<file path="config.mk">
export PLATFORM = sky130hd
export DESIGN_NAME = fp_minmax
export DESIGN_NICKNAME = d
export VERILOG_FILES = /design/src/rtl/fp_minmax_pkg.sv /design/src/rtl/fp_nan_detect.sv /design/src/rtl/fp_mag_order.sv /design/src/rtl/fp_minmax_sel.sv /design/src/rtl/fp_out_stage.sv /design/src/rtl/fp_minmax.sv
export SDC_FILE = /design/constraint.sdc
export NUM_CORES = 1
export LEC_CHECK = 0
export CAP_MARGIN = 20
export CORE_MARGIN = 5
export CORE_UTILIZATION = 40
export DETAILED_ROUTE_END_ITERATION = 6
export PLACE_DENSITY = 0.77
export SYNTH_ARGS = -nofsm -noshare
export SYNTH_HDL_FRONTEND = slang
export SYNTH_HIERARCHICAL = 1
export SYNTH_SLANG_ARGS = --single-unit
</file>
<file path="constraint.sdc">
create_clock -name clk_i -period 1.58 [get_ports clk_i]
set_clock_uncertainty 0.1 [all_clocks]
set_input_delay 0.395 -clock clk_i [delete_from_list [all_inputs] [get_ports clk_i]]
set_output_delay 0.395 -clock clk_i [all_outputs]
set_load 0.005 [all_outputs]
</file>
<file path="src/rtl/fp_minmax_pkg.sv">
package fp_minmax_pkg;
  typedef enum logic {OP_MAX = 1'b0, OP_MIN = 1'b1} op_e;

  function automatic int exp_bits(input int w);
    case (w)
      16:      return 5;
      64:      return 11;
      default: return 8;
    endcase
  endfunction

  function automatic int man_bits(input int w);
    return w - 1 - exp_bits(w);
  endfunction
endpackage

</file>
<file path="src/rtl/fp_nan_detect.sv">
module fp_nan_detect
  import fp_minmax_pkg::*;
#(
  parameter int WIDTH = 32
) (
  input  logic [WIDTH-1:0] op_i,
  output logic             nan_o
);
  localparam int EXP_W = exp_bits(WIDTH);
  localparam int MAN_W = man_bits(WIDTH);

  logic [EXP_W-1:0] exp_f;
  logic [MAN_W-1:0] man_f;

  assign exp_f = op_i[WIDTH-2 -: EXP_W];
  assign man_f = op_i[MAN_W-1:0];
  assign nan_o = (&exp_f) & (|man_f);
endmodule

</file>
<file path="src/rtl/fp_mag_order.sv">
module fp_mag_order #(
  parameter int WIDTH = 32
) (
  input  logic [WIDTH-1:0] a_i,
  input  logic [WIDTH-1:0] b_i,
  output logic             b_larger_o
);
  logic sa, sb, mag_lt;

  assign sa     = a_i[WIDTH-1];
  assign sb     = b_i[WIDTH-1];
  assign mag_lt = a_i[WIDTH-2:0] < b_i[WIDTH-2:0];

  // negative side wins smaller; same sign: reverse order when negative
  assign b_larger_o = (sa != sb) ? (sa & ~sb) : (mag_lt ^ sa);
endmodule

</file>
<file path="src/rtl/fp_minmax_sel.sv">
module fp_minmax_sel
  import fp_minmax_pkg::*;
#(
  parameter int WIDTH = 32
) (
  input  logic [WIDTH-1:0] a_i,
  input  logic [WIDTH-1:0] b_i,
  input  logic             a_nan_i,
  input  logic             b_nan_i,
  input  logic             b_larger_i,
  input  op_e              op_i,
  output logic [WIDTH-1:0] res_o
);
  localparam int EXP_W = exp_bits(WIDTH);
  localparam int MAN_W = man_bits(WIDTH);
  localparam logic [WIDTH-1:0] QNAN = {1'b0, {EXP_W{1'b1}}, 1'b1, {(MAN_W-1){1'b0}}};

  always_comb begin
    if (a_nan_i && b_nan_i)      res_o = QNAN;
    else if (a_nan_i)            res_o = b_i;
    else if (b_nan_i)            res_o = a_i;
    else if (op_i ^ b_larger_i)  res_o = b_i;
    else                         res_o = a_i;
  end
endmodule

</file>
<file path="src/rtl/fp_out_stage.sv">
module fp_out_stage #(
  parameter int WIDTH = 32,
  parameter bit PIPE  = 1'b1
) (
  input  logic             clk_i,
  input  logic             rst_ni,
  input  logic             in_valid_i,
  output logic             in_ready_o,
  input  logic [WIDTH-1:0] data_i,
  output logic             out_valid_o,
  input  logic             out_ready_i,
  output logic [WIDTH-1:0] data_o
);
  if (PIPE) begin : g_reg
    logic             valid_q;
    logic [WIDTH-1:0] data_q;
    logic             load;

    assign in_ready_o = ~valid_q | out_ready_i;
    assign load       = in_valid_i & in_ready_o;

    always_ff @(posedge clk_i or negedge rst_ni) begin
      if (!rst_ni) begin
        valid_q <= 1'b0;
        data_q  <= '0;
      end else if (load) begin
        valid_q <= 1'b1;
        data_q  <= data_i;
      end else if (out_ready_i) begin
        valid_q <= 1'b0;
      end
    end

    assign out_valid_o = valid_q;
    assign data_o      = data_q;

    a_r10_hold: assert property (@(posedge clk_i) disable iff (!rst_ni)
      (out_valid_o && !out_ready_i) |=> (out_valid_o && $stable(data_o)));
    a_r10_backpressure: assert property (@(posedge clk_i) disable iff (!rst_ni)
      (out_valid_o && !out_ready_i) |-> !in_ready_o);
    a_r9_latency: assert property (@(posedge clk_i) disable iff (!rst_ni)
      (in_valid_i && in_ready_o) |=> (out_valid_o && data_o == $past(data_i)));
  end else begin : g_pass
    assign in_ready_o  = out_ready_i;
    assign out_valid_o = in_valid_i;
    assign data_o      = data_i;
  end
endmodule

</file>
<file path="src/rtl/fp_minmax.sv">
module fp_minmax
  import fp_minmax_pkg::*;
#(
  parameter int WIDTH = 32,
  parameter bit PIPE  = 1'b1
) (
  input  logic             clk_i,
  input  logic             rst_ni,
  input  logic             in_valid_i,
  output logic             in_ready_o,
  input  logic [WIDTH-1:0] a_i,
  input  logic [WIDTH-1:0] b_i,
  input  logic             opc_i,
  output logic             out_valid_o,
  input  logic             out_ready_i,
  output logic [WIDTH-1:0] res_o
);
  localparam int EXP_W = exp_bits(WIDTH);
  localparam int MAN_W = man_bits(WIDTH);
  localparam logic [WIDTH-1:0] QNAN = {1'b0, {EXP_W{1'b1}}, 1'b1, {(MAN_W-1){1'b0}}};

  logic [1:0]       nan_v;
  logic [WIDTH-1:0] ops [2];
  logic             b_larger;
  logic [WIDTH-1:0] sel_res;
  op_e              op;

  assign ops[0] = a_i;
  assign ops[1] = b_i;
  assign op     = op_e'(opc_i);

  for (genvar i = 0; i < 2; i++) begin : g_nan
    fp_nan_detect #(.WIDTH(WIDTH)) u_nan (.op_i(ops[i]), .nan_o(nan_v[i]));
  end

  fp_mag_order #(.WIDTH(WIDTH)) u_order (
    .a_i(a_i), .b_i(b_i), .b_larger_o(b_larger)
  );

  fp_minmax_sel #(.WIDTH(WIDTH)) u_sel (
    .a_i(a_i), .b_i(b_i), .a_nan_i(nan_v[0]), .b_nan_i(nan_v[1]),
    .b_larger_i(b_larger), .op_i(op), .res_o(sel_res)
  );

  fp_out_stage #(.WIDTH(WIDTH), .PIPE(PIPE)) u_out (
    .clk_i(clk_i), .rst_ni(rst_ni), .in_valid_i(in_valid_i), .in_ready_o(in_ready_o),
    .data_i(sel_res), .out_valid_o(out_valid_o), .out_ready_i(out_ready_i), .data_o(res_o)
  );

  a_r1_operand_or_qnan: assert property (@(posedge clk_i) disable iff (!rst_ni)
    in_valid_i |-> (sel_res == a_i || sel_res == b_i || sel_res == QNAN));
  a_r2_both_nan: assert property (@(posedge clk_i) disable iff (!rst_ni)
    (in_valid_i && nan_v == 2'b11) |-> sel_res == QNAN);
  a_r3_one_nan: assert property (@(posedge clk_i) disable iff (!rst_ni)
    (in_valid_i && nan_v == 2'b01) |-> sel_res == b_i);
  a_r6_sign_split: assert property (@(posedge clk_i) disable iff (!rst_ni)
    (in_valid_i && nan_v == 2'b00 && a_i[WIDTH-1] != b_i[WIDTH-1])
      |-> sel_res[WIDTH-1] == opc_i);
  a_r8_identical: assert property (@(posedge clk_i) disable iff (!rst_ni)
    (in_valid_i && a_i == b_i && nan_v == 2'b00) |-> sel_res == a_i);
endmodule

</file>
# Word level (Yosys, flattened, before mapping)
# Index checks and enable logic that the tools add are counted.
[word_totals] word_cells=26 input_bits=69 out_inout_bits=34 regBits=33
[classes] n_reduce_logical=6 muxes=7 bitwise_logic=9 n_lt_le_gt_ge=1 n_eq_ne=1
[ops] operator="$mux 32" count=4
[ops] operator="$reduce_or 23->1" count=2
[ops] operator="$lt 31x31->1" count=1
[ops] operator="$reduce_and 8->1" count=2
[ops] operator="$and 1x1->1" count=4
[ops] operator="$mux 1" count=3
[ops] operator="$not 1->1" count=2
[ops] operator="$reduce_bool 2->1" count=1
[ops] operator="$xor 1x1->1" count=2
[ops] operator="$logic_and 1x1->1" count=1
[ops] operator="$ne 1x1->1" count=1
[ops] operator="$or 1x1->1" count=1

# Longest topological paths before layout
# Gate-level depths: netlist (run 1).
[depth] word_depth=8 ltp_mapped=13 depth_no_buf=12

# By module
# Netlist (run 1), hierarchy kept.
[by_module_without_submodules] module="fp_out_stage" area_per_inst_um2=1391.3 n_inst=1 cells_per_inst=71 seq_area_each_um2=825.8
[by_module_without_submodules] module="fp_mag_order" area_per_inst_um2=770.7 n_inst=1 cells_per_inst=110 seq_area_each_um2=0.0
[by_module_without_submodules] module="fp_minmax_sel" area_per_inst_um2=376.6 n_inst=1 cells_per_inst=43 seq_area_each_um2=0.0
[by_module_without_submodules] module="fp_nan_detect" area_per_inst_um2=88.8 n_inst=2 cells_per_inst=12 seq_area_each_um2=0.0

# Worst setup path before layout (run 1)
# OpenSTA, ideal clock, no wires.
[synth_path] kind="in2reg" start="in b_i[24]" end="reg u_out.g_reg.data_q[10], in the netlist u_out/data_o[10]" setup_time_ns=0.125 required_time_ns=1.355 stages=13 arrival_ns=2.885 path_slack_ns=-1.531 path_cell_list="inv_1 -> ha_1 -> a21o_1 -> a221o_1 -> a221oi_2 -> o21ai_1 -> a21oi_2 -> mux2i_1 -> xor2_2 -> a21oi_2 -> buf_6 -> a22o_1 -> mux2_4"
[synth_between] elab_chain_cells=8 elab_cells_between_ends=11 classes_between="1 x order compare; 5 x mux; 3 x bitwise; 2 x reduce/logical"
[synth_rtl] element="from (decl)" line="fp_minmax.sv:12" source="input logic [WIDTH-1:0] b_i,"
[synth_rtl] element="$lt 31x31->1" line="fp_mag_order.sv:12" source="assign mag_lt = a_i[WIDTH-2:0] < b_i[WIDTH-2:0];"
[synth_rtl] element="$xor 1x1->1" line="fp_mag_order.sv:15" source="assign b_larger_o = (sa != sb) ? (sa & ~sb) : (mag_lt ^ sa);"
[synth_rtl] element="$mux 1" line="fp_mag_order.sv:15"
[synth_rtl] element="net b_larger" line="fp_minmax.sv:24" source="logic b_larger;"
[synth_rtl] element="$xor 1x1->1" line="fp_minmax_sel.sv:22" source="else if (op_i ^ b_larger_i) res_o = b_i;"
[synth_rtl] element="$mux 32" line="fp_minmax_sel.sv:22"
[synth_rtl] element="$mux 32" line="fp_minmax_sel.sv:21" source="else if (b_nan_i) res_o = a_i;"
[synth_rtl] element="$mux 32" line="fp_minmax_sel.sv:20" source="else if (a_nan_i) res_o = b_i;"
[synth_rtl] element="$mux 32" line="fp_minmax_sel.sv:19" source="if (a_nan_i && b_nan_i) res_o = QNAN;"
[synth_rtl] element="net sel_res[10]" line="fp_minmax.sv:25" source="logic [WIDTH-1:0] sel_res;"
[synth_rtl] element="to (signal assigned)" line="fp_out_stage.sv:28" source="data_q <= data_i;"
[synth_rtl] element="to (decl)" line="fp_out_stage.sv:16" source="logic [WIDTH-1:0] data_q;"
# The timed path passes the listed nets, and every way through them passes these cells.
# A chain may end at the register's enable or synchronous reset.

# Worst setup path in the final report (run 1)
[layout_path] start="in b_i[2]" end="reg u_out.g_reg.data_q[5], in the netlist u_out/data_o[5]"
# The elaborated chain is that of the path after synthesis.

==> qor.yml, run 1 <==
die:
  io_pins: 103
  dieArea_sq_um: 8539
  start_util: 0.4043
  core-area_sq_um: 6719
  fp-row-count: 30
  chipHeight_microns: 92.41
  die_x_microns: 92.41
worst_hold_path:
  min_path_cells: 1
  holdPathEnd: "u_out/data_o[29]"
  min_from: "u_out/data_o[29]"
  holdCritPathClass: "flip-flop to flip-flop"
cells_and_area:
  final_util: 0.7238
  drive_above_1_share: 0.4785
  syn_to_final_growth_pct: 79.04
  layoutNonFillerInstCount: 522
  fill_cells: 460
  nNetsFinal: 539
power_and_ir_drop:
  power.total_mw: 3.650
  power_density_nw_per_um2: 750.5
  p_leak_nw: 2.459
  ir_drop_v: 0.0003655
placement:
  gp_congestion: 0.9349
  port_buffers: 102
  dp_hpwl_microns: 7066
  dp.cells: 494
route:
  dr.pass1.iters: 4
  detail-route-antenna-nets: 0
  avgViaCountPerCell: 5.387
  num_vias: 2812
  drt_iter0_markers: 85
  wire_per_inst_microns: 18.43
  drc: 0
  wl_microns: 9622
timing:
  finalCritPeriodShare: 1.961
  max_slew_margin: 0.7110
  finalHoldViolations: 0
  worst_slew_pin_slew_ns: 0.4335
  setup_viol: 32
  drv_slew: 0
  setup_ws_ns: -1.519
  clock.fmax_ghz: 0.3227
  period_minus_slack_ns: 3.099
  rsz0062_at_grt: "yes"
run_status:
  outcome: "finished, violations left"
  violations: "setup timing"
logic_synthesis:
  syn-num-nets: 347
  synth_cell_type_count: 38
  synthCells: 248
  synth.avg_cell_area_sq_um: 10.95
  ys_ff_latch: 33
  seq_area_frac_synth: 0.3040
  yosysTopAreaCell: "dfrtp_1"
  ys_warn_count: 6
  syn_area_sq_um: 2716
  post-synth-top-area-fraction: 0.3040
  synthTopCellsByArea: "dfrtp_1, mux2_4, ha_1"
grt:
  use_met2: 0.3891
  grt_max_degree: 24
  first_global_vias: 3094
  top_usage_layer: "met2"
  antenna_found_initial: 0
  grt_use_total: 0.2189
  grt_first_pass_wirelength_microns: 14950
  gr-total-overflow: 0
  grtUsageMet3: 0.04468
  use_met1: 0.2616
clock_network:
  clkTransAtPathRegs_ns: 0.07
  cts_sinks: 33
  cts_tree: "yes"
  clk_latency_ns: 0.28
  ctsHtreeMaxLevel: 2
  clock-root-buffer: "clkbuf_8"
  cts_buffers: 5
  clock_path_buffers: 2
setup_path:
  worst_r2r_path_depth: 5
  r2r-start: "u_out/out_valid_o"
  cp.required_ns: 1.65
  cp.arrival_ns: 3.17
  r2r_setup_slack_ns: 0.16
  r2r-end: "u_out/data_o[28]"
  crit_fanout: 6
  startpoint_type: "input pin"
  endpoint_kind: "flip-flop"
  crit_type: "input pin to flip-flop"
flow_run:
  maxCapViolCount: 0
through the flow:
stage	hold slack [ns]	setup TNS (ns)	worst slack [ns]	instance area, sq um
2_1_floorplan	-0.0005911	-43.56	-1.390	2785
3_3_place_gp	0.2395	-69.20	-2.179	4370
3_5_place_dp	0.2552	-72.62	-2.289	4370
4_1_cts	0.4160	-46.13	-1.482	4715
5_1_grt	0.4214	-50.16	-1.604	4861
6_report	0.4161	-47.72	-1.519	4863
routing by layer:
metal / up-vias / routed length, microns
li1: 1308 / -
met1: 1368 / 3920
met4: 0 / 266
met3: 26 / 528
met5: - / 0
met2: 110 / 4906
logic make-up (layout without fill, tap and decap cells):
group	count (synthesis)	after routing	share of synthesized area
fa+ha+maj	30	30	0.1382
simple gates	48	48	0.1156
flops	33	33	0.3040
compound gates	63	64	0.1764
xor+xnor	1	1	0.005990
mux	33	33	0.1778
other cells	0	1	0
buf+inv	40	232	0.08199
cell usage after synthesis:
cell type / n
or2b_1: 1
nor4_1: 4
ha_1: 30
and4_1: 3
nand2_1: 13
a221o_1: 1
o21a_2: 1
o21a_1: 2
a221oi_2: 1
a22o_1: 23
mux2_4: 30
nor2b_1: 1
a221oi_1: 1
and4_4: 1
nand4_1: 7
mux2i_1: 1
dfrtp_1: 33
o21ai_0: 4
o21ai_2: 1
nor4_2: 6
nor3_1: 2
nand2b_4: 1
inv_1: 32
xor2_2: 1
o21ai_1: 3
a21oi_2: 2
buf_6: 2
o22a_1: 9
nor2_1: 5
nand3_1: 2
buf_12: 3
buf_4: 2
a21o_1: 2
and2_1: 1
a21oi_1: 13
nand2_4: 1
buf_2: 1
mux2_2: 2
placed cells by master (no fill, tap or decap), types with 10 or more instances in the layout:
cell / count
nand2_1: 11
inv_2: 10
ha_4: 18
dlymetal6s2s_1: 11
dfrtp_1: 33
dlygate4sd2_1: 73
mux2_4: 30
a22o_1: 23
a21oi_2: 11
inv_1: 19
buf_4: 82
layout make-up:
| class | count | area (sq um) | share of cell area |
|---|---|---|---|
| Clock buffer | 5 | 68.82 | 0.01415 |
| Inverter | 32 | 142.6 | 0.02933 |
| Antenna cell | 1 | 2.502 | 0.0005145 |
| Clock inverter | 3 | 17.52 | 0.003602 |
| Multi-Input combinational cell | 176 | 2023 | 0.4160 |
| Timing Repair Buffer | 192 | 1683 | 0.3460 |
| Sequential cell | 33 | 825.8 | 0.1698 |
| Tap cell | 80 | 100.1 | 0.02058 |
worst max-delay path by stage:
stage	start	endpoint	slack (ns)	cells past startpoint
after floorplan	b_i[24]	u_out/data_o[10]	-1.39	13
after global placement	b_i[24]	u_out/data_o[0]	-2.18	14
after detailed placement	b_i[24]	u_out/data_o[15]	-2.29	13
after global routing	b_i[2]	u_out/data_o[5]	-1.60	14
final	b_i[2]	u_out/data_o[5]	-1.52	14
after CTS	b_i[24]	u_out/data_o[31]	-1.48	14
registers in the layout, summed over array words and instances, names as in the netlist:
signal and cells:
u_out/out_valid_o 1, u_out/data_o 32
worst max-delay path, stage by stage:
cell and delay [ns]:
dlygate4sd2_1 0.25, inv_1 0.06, ha_1 0.33, a21oi_2 0.16
o21ai_1 0.11, a21oi_2 0.17, o21ai_2 0.11, a21oi_2 0.17
mux2i_2 0.36, xor2_4 0.27, a21oi_4 0.13, buf_6 0.16
a22o_1 0.24, mux2_4 0.26
power breakdown:
part           switching, mW  internal, mW  leakage [nW]  total [mW]
combinational          0.705          1.13          2.03        1.84
clock                  0.329         0.304        0.0439       0.633
sequential             0.126          1.06         0.389        1.18
total                   1.16          2.49          2.46        3.65
repair_timing:
item,CTS,global route
pin swaps,35,21
cloned,2,1
setup buffers,13,3
hold buffers,1,0
endpoints found under the hold margin,13,0
endpoints found under the setup margin,66,33
resized for setup,166,30
Power figures use the tool's default switching activity.
==> inputs of run 2 (changes only) <==
--- a/config.mk
+++ b/config.mk
@@ -5,10 +5,11 @@
 export SDC_FILE = /design/constraint.sdc
 export NUM_CORES = 1
 export LEC_CHECK = 0
-export CAP_MARGIN = 20
+export CAP_MARGIN = 10
 export CORE_MARGIN = 5
 export CORE_UTILIZATION = 40
 export DETAILED_ROUTE_END_ITERATION = 6
+export MAX_ROUTING_LAYER = met4
 export PLACE_DENSITY = 0.77
 export SYNTH_ARGS = -nofsm -noshare
 export SYNTH_HDL_FRONTEND = slang
==> run 2 against run 1 <==
The run still ends with setup timing left. First-iteration DRC count increased by 20%. Sequential share of layout area is 0.29 points lower. Maximum frequency up 2.2%. Routed wire length up 3.7%. Count of clock-buffer cells in the layout unchanged. Register-to-register slack worse by 0.02 ns. Via count rose by 0.92%. Combinational power increased by 3%. Final area grew 1.7%. Sequential cell count unchanged. Power increased by 11%. Sequential power about the same. Critical path type unchanged. Largest power group unchanged.
==> qor.yml, run 2 (synthesis gave the netlist of run 1 again) <==
timing:
  clock.fmax_ghz: 0.3298
  period_minus_slack_ns: 3.032
  setup_ws_ns: -1.452
  max_slew_margin: 0.6740
  setup_viol: 32
  drv_slew: 0
  finalCritPeriodShare: 1.919
  hold-worst-slack_ns: 0.02076
  rsz0062_at_grt: "yes"
  worst_slew_pin_slew_ns: 0.4845
  finalHoldViolations: 0
clock_network:
  clk_latency_ns: 0.29
  clock-root-buffer: "clkbuf_8"
  clock_path_buffers: 2
  cts_sinks: 33
  cts_hold_buf: 0
  cts_tree: "yes"
  cts_buffers: 5
  ctsHtreeMaxLevel: 2
  clkTransAtPathRegs_ns: 0.08
die:
  core-area_sq_um: 6719
  die_x_microns: 92.41
  dieArea_sq_um: 8539
  io_pins: 103
  fp-row-count: 30
  chipHeight_microns: 92.41
  start_util: 0.4043
placement:
  gp_congestion: 0.9589
  dp_hpwl_microns: 6892
  port_buffers: 102
  place_ws_ns: -2.255
grt:
  grt_use_total: 0.2297
  gr-total-overflow: 0
  use_met1: 0.2704
  antenna_found_initial: 0
  top_usage_layer: "met2"
  grt_max_degree: 34
  use_met2: 0.3867
  grtUsageMet3: 0.04387
  first_global_vias: 3117
  grt_first_pass_wirelength_microns: 15260
route:
  num_vias: 2838
  drc: 0
  drt_iter0_markers: 102
  wl_microns: 9976
  dr.pass1.iters: 4
  detail-route-antenna-nets: 0
  avgViaCountPerCell: 5.468
  wire_per_inst_microns: 19.22
cells_and_area:
  drive_above_1_share: 0.5034
  fill_cells: 459
  n_antenna_cell: 0
  syn_to_final_growth_pct: 82.13
  nNetsFinal: 537
  final_cell_mix: "buf_4, dlygate4sd2_1, dfrtp_1"
  largest_register_ffs: 32
  final_common_cell: "buf_4"
setup_path:
  cp.arrival_ns: 3.11
  crit_type: "input pin to flip-flop"
  crit_fanout: 6
  endpoint_kind: "flip-flop"
  cp.required_ns: 1.66
  startpoint_type: "input pin"
power_and_ir_drop:
  power_density_nw_per_um2: 820.7
  p_leak_nw: 2.441
  ir_drop_v: 0.0005686
worst_hold_path:
  holdCritPathClass: "input pin to async pin"
run_status:
  violations: "setup timing"
  outcome: "finished, violations left"
flow_run:
  maxCapViolCount: 0
-- run 2: cell count changes in the layout (fill, tap and decap cells not counted), sizes merged, moves of 2 or more --
cell,previous run,this run
clkbuf,6,8
bufinv,0,2
dlymetal6s2s,11,6
clkdlybuf4s15,1,3
-- run 2: layout make-up --
cell class / instances / area [sq um] / area share
clock buffers: 5 / 68.82 / 0.01391
clock inverters: 3 / 65.06 / 0.01315
inverters: 32 / 142.6 / 0.02883
multi-input cells: 177 / 2115 / 0.4274
flip-flops and latches: 33 / 825.8 / 0.1669
well taps: 80 / 100.1 / 0.02023
repair buffers: 189 / 1630 / 0.3295
-- run 2: metal layers --
metal	part of all wire	up-vias
met4	0.029	0
met1	0.40	1368
met5	0	-
met3	0.066	29
li1	-	1308
met2	0.50	133
-- run 2: worst max-delay path, cell delays in order --
cell	delay [ns]
dlygate4sd2_1	0.25
inv_1	0.06
ha_1	0.29
and4_4	0.21
a221oi_2	0.27
o21ai_2	0.09
a21oi_2	0.15
mux2i_2	0.29
xor2_2	0.31
a21oi_4	0.14
buf_6	0.17
a22o_1	0.23
mux2_4	0.26
-- run 2: worst paths after layout --
check	start	end	slack, ns	cells after the start
worst max-delay path	b_i[30]	u_out/data_o[18]	-1.45	13
worst min-delay path	rst_ni	u_out/data_o[0]	0.02	2
worst max register to register	u_out/out_valid_o	u_out/data_o[28]	0.14	5
worst min register to register	u_out/data_o[27]	u_out/data_o[27]	0.40	1
max in group asynchronous	rst_ni	u_out/data_o[23]	1.03	2
min in group clk_i	u_out/data_o[27]	u_out/data_o[27]	0.40	1
-- run 2: where the power goes --
group	switching [mW]	internal (mW)	total, mW
Sequential	0.134	1.06	1.19
Clock	0.351	0.627	0.978
Combinational	0.734	1.16	1.89
Total	1.22	2.84	4.06
-- run 2: timing repair --
action | CTS | global route
resized for setup | 184 | 38
pin swaps | 35 | 27
setup buffers | 14 | 0
cloned | 2 | 2
setup endpoints to repair | 66 | 33
hold endpoints to repair | 0 | 0
-- run 2: through the flow --
stage	TNS, ns	util	total power [mW]	cells	area (sq um)
finish	-45.21	0.7363	4.060	519	4947
global route	-47.78	0.7363	4.257	519	4947
CTS	-44.88	0.7125	3.958	517	4787
detailed placement	-71.53	0.6475	2.913	493	4350
global placement	-69.45	0.6475	2.869	493	4350
floorplan	-43.56	-	1.963	248	2785
==> inputs of run 3 (changes only) <==
--- a/config.mk
+++ b/config.mk
@@ -5,12 +5,13 @@
 export SDC_FILE = /design/constraint.sdc
 export NUM_CORES = 1
 export LEC_CHECK = 0
+export ABC_AREA = 1
 export CAP_MARGIN = 10
 export CORE_MARGIN = 5
 export CORE_UTILIZATION = 40
 export DETAILED_ROUTE_END_ITERATION = 6
 export MAX_ROUTING_LAYER = met4
-export PLACE_DENSITY = 0.77
+export PLACE_DENSITY = 0.75
 export SYNTH_ARGS = -nofsm -noshare
 export SYNTH_HDL_FRONTEND = slang
 export SYNTH_HIERARCHICAL = 1
==> run 3 against run 2 <==
The run still ends with setup timing left. Sequential power fell by 8%. Routed wire length rose by 12%. Hold slack improved by 0.35 ns. Synthesized cell count rose by 93%. Setup slack improved by 0.47 ns. Combinational power fell by 9.5%. Global-route usage rose by 0.47 points. Power fell by 16%. Non-clock buffer count rose by 10. Clock power fell by 36%. Die area rose by 9.7%. Critical endpoint is now u_out/data_o[12]. Largest cell class unchanged. Highest routed layer unchanged.
==> qor.yml, run 3 <==
cells_and_area:
  syn_to_final_growth_pct: 78.53
  largest_register_ffs: 32
  final_common_cell: "nand2_1"
  final_util: 0.7376
  fill_cells: 594
  drive_above_1_share: 0.4129
  final_cell_mix: "nand2_1, buf_4, nand3_1"
  layoutNonFillerInstCount: 765
  nNetsFinal: 765
  n_antenna_cell: 0
  fin_area_sq_um: 5379
route:
  drc: 0
  avgViaCountPerCell: 5.004
  num_vias: 3828
  wire_per_inst_microns: 14.60
  wl_microns: 11170
  drt_iter0_markers: 256
  detail-route-antenna-nets: 0
  dr.pass1.iters: 5
placement:
  dp.cells: 739
  place_area_sq_um: 4788
  gp_congestion: 0.8717
  port_buffers: 102
  dp_hpwl_microns: 8239
setup_path:
  r2r-start: "u_out/out_valid_o"
  crit_start: "a_i[10]"
  crit_fanout: 6
  worst_r2r_path_depth: 7
  cp.arrival_ns: 2.68
  endpoint_kind: "flip-flop"
  cpPeakStageDelay_ns: 0.27
  startpoint_type: "input pin"
  crit_chain: "clkdlybuf4s15_1, ha_4, nand2_1, nand2_1, nand2_1, nand3_1, nor2_1, nand2_2, nand2_2, nand3_1, nand2_1, inv_1, nand2_2, nand3_4, nand2_8, clkbuf_16, nand3_2, nand2_1, nand3_1, nand2_1"
  crit_type: "input pin to flip-flop"
  path_common_cell: "nand2_1"
  r2r_setup_slack_ns: 0.05
  slowest_stage: "ha_4"
  cp.required_ns: 1.70
logic_synthesis:
  synthTopCellsByArea: "dfrtp_1, nand2_1, nand3_1"
  seq_area_frac_synth: 0.2741
  yosysTopAreaCell: "dfrtp_1"
  post-synth-top-area-fraction: 0.2741
  ys_top_cells_by_count: "nand2_1, nand3_1, inv_1"
  ys_warn_count: 6
  synthCells: 478
  synth_ff_type: "dfrtp_1"
  synth-edff-count: 0
  syn-num-nets: 577
  post-synth-top-count-cell: "nand2_1"
  async_flop_share: 1.000
  syn_area_sq_um: 3013
  synth_cell_type_count: 22
  ys_ff_latch: 33
  synth.avg_cell_area_sq_um: 6.303
timing:
  worst_slew_pin_slew_ns: 0.3456
  clock.fmax_ghz: 0.3910
  period_minus_slack_ns: 2.558
  hold-worst-slack_ns: 0.3671
  max_slew_margin: 0.7696
  setup_viol: 32
  drv_slew: 0
  rsz0062_at_grt: "yes"
  finalCritPeriodShare: 1.619
  setup_ws_ns: -0.9779
  finalHoldViolations: 0
die:
  io_pins: 103
  chipHeight_microns: 96.79
  dieArea_sq_um: 9368
  fp-row-count: 31
  core-area_sq_um: 7292
  die_x_microns: 96.79
  start_util: 0.4132
clock_network:
  clk_latency_ns: 0.28
  cts_sinks: 33
  clock_path_buffers: 2
  clock-root-buffer: "clkbuf_8"
  clkTransAtPathRegs_ns: 0.06
  ctsHtreeMaxLevel: 2
  cts_buffers: 5
  cts_hold_buf: 0
  cts_tree: "yes"
flow_run:
  maxCapViolCount: 0
grt:
  antenna_found_initial: 0
  gr-total-overflow: 0
  first_global_vias: 3843
  grt_use_total: 0.2344
  grt_max_degree: 35
  grt_first_pass_wirelength_microns: 17980
run_status:
  violations: "setup timing"
  outcome: "finished, violations left"
power_and_ir_drop:
  p_leak_nw: 2.972
  power_density_nw_per_um2: 637.2
  ir_drop_v: 0.0002973
worst_hold_path:
  holdCritPathClass: "input pin to async pin"
==> run 3: cell count changes after synthesis, sizes merged, moves of 10 or more <==
cell / change
mux2: -32
nor4: -10
nor2: +43
inv: +31
nand3: +76
nand2: +167
a22o: -23
==> run 3: metrics by stage <==
stage                     setup WS, ns  setup TNS (ns)  power, mW
final                          -0.9779          -29.22      3.428
after detailed placement        -1.565          -48.23      2.615
after CTS                      -0.7747          -23.04      3.312
after floorplan                -0.6534          -20.36      1.733
after global placement          -1.558          -47.29      2.577
after global routing            -1.071          -32.87      3.654
==> run 3: layer usage <==
layer / vias to the layer above / track usage / part of all wire / wire, microns
met5: - / - / 0 / 0
met4: 0 / 0.05616 / 0.026 / 291
met2: 193 / 0.4177 / 0.50 / 5609
met1: 1727 / 0.2853 / 0.41 / 4566
li1: 1879 / - / - / -
met3: 29 / 0.02230 / 0.063 / 703
==> run 3: kinds of logic after synthesis <==
kind of cell / Yosys count / share of synthesized area
AND/OR/NAND/NOR: 314 / 0.4460
buffers and inverters: 82 / 0.1217
flip-flops: 33 / 0.2741
adder cells (fa/ha/maj): 30 / 0.1246
AO/OA/AOI/OAI: 19 / 0.03364
==> run 3: worst paths after layout <==
path	to
worst max-delay path	u_out/data_o[12]
worst min-delay path	u_out/data_o[6]
worst max register to register	u_out/data_o[2]
worst min register to register	u_out/data_o[6]
max in group asynchronous	u_out/data_o[5]
min in group clk_i	u_out/data_o[6]
==> run 3: area by class of cell <==
class | instances | area (sq um) | share of cell area
Multi-Input combinational cell | 364 | 2405 | 0.4471
Timing Repair Buffer | 199 | 1687 | 0.3136
Sequential cell | 33 | 825.8 | 0.1535
Inverter | 63 | 251.5 | 0.04676
Tap cell | 99 | 123.9 | 0.02303
Clock buffer | 7 | 86.33 | 0.01605
==> run 3: repair_timing <==
action,CTS,global route
pin swaps,60,59
hold endpoints to repair,0,0
setup buffers,14,1
gates resized for setup,294,67
cloned,2,2
endpoints found under the setup margin,66,32
==> run 3: power by group <==
group | internal, mW | switching, mW | total, mW
Clock | 0.345 | 0.285 | 0.630
Combinational | 0.876 | 0.829 | 1.71
Sequential | 1.00 | 0.0893 | 1.09
==> run 3: critical path, delay by kind of cell <==
family / cells / cell delay, ns
adder cells (fa/ha/maj): 1 / 0.27
buffers and inverters: 3 / 0.46
AND/OR/NAND/NOR: 16 / 1.56
